==> src/rtl/tsc_pkg.sv <==
package tsc_pkg;
  localparam int TIME_W  = 64;
  localparam int WORD_W  = 32;
  localparam int ADDR_W  = 3;
  localparam int KIND_W  = 3;
  localparam int NUM_DIR = 2;
  localparam int DIR_TX  = 0;
  localparam int DIR_RX  = 1;

  typedef enum logic [ADDR_W-1:0] {
    ADDR_TX_CTRL = 3'd0,
    ADDR_RX_CTRL = 3'd1,
    ADDR_TX_LO   = 3'd2,
    ADDR_TX_HI   = 3'd3,
    ADDR_RX_LO   = 3'd4,
    ADDR_RX_HI   = 3'd5,
    ADDR_IRQ_MSK = 3'd6,
    ADDR_IRQ_STS = 3'd7
  } regAddr_e;

  typedef enum logic [1:0] {
    FILT_ALL   = 2'd0,
    FILT_KIND0 = 2'd1,
    FILT_KIND1 = 2'd2,
    FILT_CLASS = 2'd3
  } rxFilt_e;

  // strobes from control to datapath: load a direction's stamp register
  typedef struct packed {
    logic [NUM_DIR-1:0] capture;
  } capStrobe_t;
endpackage

==> src/rtl/tsc_datapath.sv <==
module tsc_datapath
  import tsc_pkg::*;
(
  input  logic                           clk,
  input  logic                           rstN,
  input  logic [TIME_W-1:0]              timeNow,
  input  capStrobe_t                     capStb,
  output logic [NUM_DIR-1:0][TIME_W-1:0] stampWords
);
  for (genvar d = 0; d < NUM_DIR; d++) begin : g_slot
    logic [TIME_W-1:0] stampQ;
    always_ff @(posedge clk) begin
      if (!rstN)                  stampQ <= '0;
      else if (capStb.capture[d]) stampQ <= timeNow;
    end
    assign stampWords[d] = stampQ;
  end
endmodule

==> src/rtl/tsc_control.sv <==
module tsc_control
  import tsc_pkg::*;
(
  input  logic                           clk,
  input  logic                           rstN,
  input  logic                           txEvent,
  input  logic                           rxEvent,
  input  logic [KIND_W-1:0]              rxKind,
  input  logic                           regWr,
  input  logic                           regRd,
  input  logic [ADDR_W-1:0]              regAddr,
  input  logic [WORD_W-1:0]              regWdata,
  input  logic [NUM_DIR-1:0][TIME_W-1:0] stampWords,
  output logic [WORD_W-1:0]              regRdata,
  output logic                           irq,
  output capStrobe_t                     capStb,
  output logic [NUM_DIR-1:0]             enVec,
  output logic [NUM_DIR-1:0]             validVec
);
  localparam int CLASS_LIMIT = 2 ** (KIND_W - 1);

  logic [NUM_DIR-1:0] enQ, validQ, hiRead, eventVec, ctrlWr;
  rxFilt_e            filtQ;
  logic               maskQ, statQ, rxPass;
  logic               mskWr, stsWr;

  assign ctrlWr[DIR_TX] = regWr && (regAddr == ADDR_TX_CTRL);
  assign ctrlWr[DIR_RX] = regWr && (regAddr == ADDR_RX_CTRL);
  assign mskWr          = regWr && (regAddr == ADDR_IRQ_MSK);
  assign stsWr          = regWr && (regAddr == ADDR_IRQ_STS);
  assign hiRead[DIR_TX] = regRd && (regAddr == ADDR_TX_HI);
  assign hiRead[DIR_RX] = regRd && (regAddr == ADDR_RX_HI);

  always_comb begin
    case (filtQ)
      FILT_ALL:   rxPass = 1'b1;
      FILT_KIND0: rxPass = (rxKind == KIND_W'(0));
      FILT_KIND1: rxPass = (rxKind == KIND_W'(1));
      default:    rxPass = (int'(rxKind) < CLASS_LIMIT);
    endcase
  end

  assign eventVec[DIR_TX] = txEvent;
  assign eventVec[DIR_RX] = rxEvent && rxPass;

  for (genvar d = 0; d < NUM_DIR; d++) begin : g_dir
    // a high-word read frees the slot in the same cycle an event may refill it
    assign capStb.capture[d] = enQ[d] && eventVec[d] && (!validQ[d] || hiRead[d]);

    always_ff @(posedge clk) begin
      if (!rstN) begin
        enQ[d]    <= 1'b0;
        validQ[d] <= 1'b0;
      end else begin
        if (ctrlWr[d])               enQ[d]    <= regWdata[0];
        if (capStb.capture[d])       validQ[d] <= 1'b1;
        else if (hiRead[d])          validQ[d] <= 1'b0;
      end
    end
  end

  always_ff @(posedge clk) begin
    if (!rstN) begin
      filtQ <= FILT_ALL;
      maskQ <= 1'b0;
      statQ <= 1'b0;
    end else begin
      if (ctrlWr[DIR_RX])               filtQ <= rxFilt_e'(regWdata[3:2]);
      if (mskWr)                        maskQ <= regWdata[0];
      if (capStb.capture[DIR_TX])       statQ <= 1'b1;
      else if (stsWr && regWdata[0])    statQ <= 1'b0;
    end
  end

  assign irq      = statQ & maskQ;
  assign enVec    = enQ;
  assign validVec = validQ;

  always_comb begin
    regRdata = '0;
    case (regAddr)
      ADDR_TX_CTRL: regRdata[1:0] = {validQ[DIR_TX], enQ[DIR_TX]};
      ADDR_RX_CTRL: regRdata[3:0] = {filtQ, validQ[DIR_RX], enQ[DIR_RX]};
      ADDR_TX_LO:   regRdata = stampWords[DIR_TX][WORD_W-1:0];
      ADDR_TX_HI:   regRdata = stampWords[DIR_TX][TIME_W-1:WORD_W];
      ADDR_RX_LO:   regRdata = stampWords[DIR_RX][WORD_W-1:0];
      ADDR_RX_HI:   regRdata = stampWords[DIR_RX][TIME_W-1:WORD_W];
      ADDR_IRQ_MSK: regRdata[0] = maskQ;
      default:      regRdata[0] = statQ;
    endcase
  end
endmodule

==> src/rtl/ts_capture_unit.sv <==
module ts_capture_unit
  import tsc_pkg::*;
(
  input  logic              clk,
  input  logic              rstN,
  input  logic [63:0]       timeNow,
  input  logic              txEvent,
  input  logic              rxEvent,
  input  logic [2:0]        rxKind,
  input  logic              regWr,
  input  logic              regRd,
  input  logic [2:0]        regAddr,
  input  logic [31:0]       regWdata,
  output logic [31:0]       regRdata,
  output logic              irq
);
  capStrobe_t                     capStb;
  logic [NUM_DIR-1:0][TIME_W-1:0] stampWords;
  logic [NUM_DIR-1:0]             enVec, validVec;

  tsc_control u_ctrl (
    .clk(clk), .rstN(rstN), .txEvent(txEvent), .rxEvent(rxEvent), .rxKind(rxKind),
    .regWr(regWr), .regRd(regRd), .regAddr(regAddr), .regWdata(regWdata),
    .stampWords(stampWords), .regRdata(regRdata), .irq(irq), .capStb(capStb),
    .enVec(enVec), .validVec(validVec)
  );

  tsc_datapath u_dp (
    .clk(clk), .rstN(rstN), .timeNow(timeNow), .capStb(capStb), .stampWords(stampWords)
  );
endmodule

==> config.mk <==
export PLATFORM = sky130hd
export DESIGN_NAME = ts_capture_unit
export DESIGN_NICKNAME = d
export VERILOG_FILES = /design/src/rtl/tsc_pkg.sv /design/src/rtl/tsc_datapath.sv /design/src/rtl/tsc_control.sv /design/src/rtl/ts_capture_unit.sv
export SDC_FILE = /design/constraint.sdc
export NUM_CORES = 1
export LEC_CHECK = 0
export BUFFER_PORTS_ARGS = -buffer_cell sky130_fd_sc_hd__buf_2
export CAP_MARGIN = 20
export CORE_MARGIN = 8
export CORE_UTILIZATION = 30
export DETAILED_ROUTE_END_ITERATION = 6
export SYNTH_ARGS = -nofsm -noshare
export SYNTH_HDL_FRONTEND = slang
export SYNTH_HIERARCHICAL = 1
export SYNTH_SLANG_ARGS = --single-unit
==> constraint.sdc <==
create_clock -name clk -period 5.6 [get_ports clk]
set_clock_uncertainty 0.05 [all_clocks]
set_input_delay 1.12 -clock clk [delete_from_list [all_inputs] [get_ports clk]]
set_output_delay 1.12 -clock clk [all_outputs]
set_load 0.01 [all_outputs]
==> metrics.csv <==
metric,value,unit
power,0.00222,W
dpl.hpwl,9700,µm
final_cell_mix,"193 x mux2i_1, 136 x nor2b_1, 136 x dfxtp_1",
dieWidth,162,µm
power.internal,0.00172,W
routedWlPerCell,15.9,µm
io-pin-count,141,
synth-edff-count,0,
diodes,0,
p_sw_share,22.3,%
wl,15200,µm
layout_commonest_cell,mux2i_1,
clkPwrFrac,49.6,%
vias,4338,
finalCriticalPeriod,4.08,ns
min_path_type,register to register,
rr_endpoint,u_dp/g_slot[0].stampQ[50]$_SDFFE_PN0P_,
gr-usage-all-layers,12.0,%
tns,0,ns
clk_pin_slew_worst_paths,0.06,ns
status,completed,
rows,53,
ant_nets,0,
multiInputGateArea,3280,µm²
pwr-share-comb,6.2,%
root_buffer,clkbuf_16,
required,4.43,ns
seq_power_share,44.2,%
grt_max_degree,72,
reg2reg_from,u_ctrl/enVec[0]$_SDFFE_PN0P_,
drv_cap,0,
syn2layout_area_growth,19.2,%
io_buffers,111,
ys_seq_area_share,42.9,%
clock_sinks,136,
worst-endpoint-arrival,2.91,ns
overflow,0,
finalHoldViolCount,0,
slew_violations,0,
fin_ws,1.52,ns
drive_gt1_share,23.0,%
p_sw,0.000495,W
postCtsSetupRepairBufs,0,
htreeDepth,4,
ys_warn_count,6,
synth-main-ff-cell,dfxtp_1,
grt_pass1_vias,4670,
postCtsHoldBufs,0,
setup_violations,0,
post_cts_resized,0,
routabilityCongestion,0.672,
path_max_fanout,38,
synth_nets,683,
clock.fmax,0.245,GHz
core,20900,µm²
cp-start-kind,input pin,
clk_path_buf_depth,2,
slew_headroom,38.9,%
reg2reg_depth,5,
worstMarginPinSlew,0.915,ns
pre_cts_ws,1.48,ns
drt_iter0_markers,179,
die_y,162,µm
power.density,293,nW/µm²
min_from,u_dp/g_slot[0].stampQ[32]$_SDFFE_PN0P_,
ff_latch_area,2720,µm²
final_util,36.3,%
drc_errors,0,
ys_async_sr_fraction,0,%
r2r_setup_slack,3.51,ns
holdPathStages,2,
peakVddDrop,188,µV
start_util,30.4,%
synth_area,6350,µm²
grt_pass1_wl,24800,µm
worstSetupEndpointType,output port,
syn-mean-instance-area,11.0,µm²
fin_crit_sh,72.9,%
clk-insertion-delay-late,0.41,ns
ys_seq_elements,136,
n_fill_cell,2179,
rsz0062_at_grt,no,
leakage,2.67,nW
cts_tree,done,
routed_via_density,4.53,
cts_made_buffers,17,
path_class,input pin to output port,
synthCells,575,
hold-path-endpoint,u_dp/g_slot[0].stampQ[32]$_SDFFE_PN0P_,
final_nets,777,
ys_types,30,
antenna_found_initial,1,
drt_first_pass_iters,4,
die_area,26100,µm²
## through the flow
stage	hold WS [ns]	area [µm²]	std cells
after floorplan	0.419	6350	575
after global placement	0.442	6990	925
after detailed placement	0.451	6990	925
after CTS	0.467	7570	957
after global routing	0.487	7570	957
final	0.462	7570	957
## worst max-delay path: stages
cell      delay [ns]
buf_4           0.49
buf_4           0.64
mux2i_1         0.15
o221ai_1        0.28
buf_2           0.19
## cells by family (layout without fill, tap and decap cells)
kind of cell | after synthesis | count (layout) | share of synthesized area, %
multiplexers | 197 | 197 | 31.7
buffers and inverters | 46 | 153 | 5.77
flip-flops | 136 | 136 | 42.9
AND/OR/NAND/NOR | 157 | 157 | 15.5
AO/OA/AOI/OAI | 39 | 39 | 4.17
## registers in the layout, summed over array words and instances (netlist names)
name / count
u_ctrl/validVec: 2
u_ctrl/filtQ: 2
u_ctrl/statQ: 1
u_dp/g_slot.stampQ: 128
u_ctrl/enVec: 2
u_ctrl/maskQ: 1
## synth_stat cells, drive strengths merged, types with 2 or more instances
cell | n | area [µm²]
mux2i | 193 | 1930
nand2 | 4 | 15.0
clkbuf | 15 | 56.3
mux4 | 3 | 67.6
nand2b | 2 | 12.5
nor2 | 2 | 7.51
nor2b | 137 | 857
o221ai | 2 | 17.5
buf | 30 | 307
nand4b | 2 | 17.5
nand3 | 4 | 20.0
nor3b | 2 | 15.0
a22oi | 2 | 15.0
o22ai | 29 | 181
dfxtp | 136 | 2720
## final cells by class
type / count / area share, %
Multi-Input combinational cell: 393 / 43.4
Sequential cell: 136 / 35.9
Timing Repair Buffer: 120 / 8.42
Clock buffer: 26 / 6.85
Tap cell: 275 / 4.54
Clock inverter: 6 / 0.826
Inverter: 1 / 0.0496
## worst max-delay path by stage
stage / start / to / slack [ns] / depth (start not counted)
floorplan: regAddr[0] / regRdata[0] / 2.46 / 3
global placement: regAddr[0] / regRdata[2] / 1.47 / 5
detailed placement: regAddr[0] / regRdata[2] / 1.48 / 5
CTS: regAddr[0] / regRdata[2] / 1.49 / 5
global route: regAddr[0] / regRdata[2] / 1.42 / 5
finish: regAddr[0] / regRdata[2] / 1.52 / 5
## power by group through the flow
stage                     logic (W)  clock network (W)  registers [W]
after floorplan           0.0000861                  0        0.00100
after global placement     0.000139                  0        0.00100
after detailed placement   0.000140                  0        0.00100
after CTS                  0.000140            0.00113       0.000981
after global routing       0.000149            0.00118       0.000982
final                      0.000137            0.00110       0.000981
## metal layers
layer | track usage, % | wire length (µm) | part of all wire [%] | up-vias
li1 | - | - | - | 2197
met1 | 14.5 | 7160 | 47 | 2043
met2 | 19.3 | 7080 | 47 | 78
met3 | 3.82 | 738 | 4.9 | 18
met4 | 4.84 | 221 | 1.5 | 2
met5 | 0 | 12 | 0.079 | -
(Power assumes the default switching activity.)
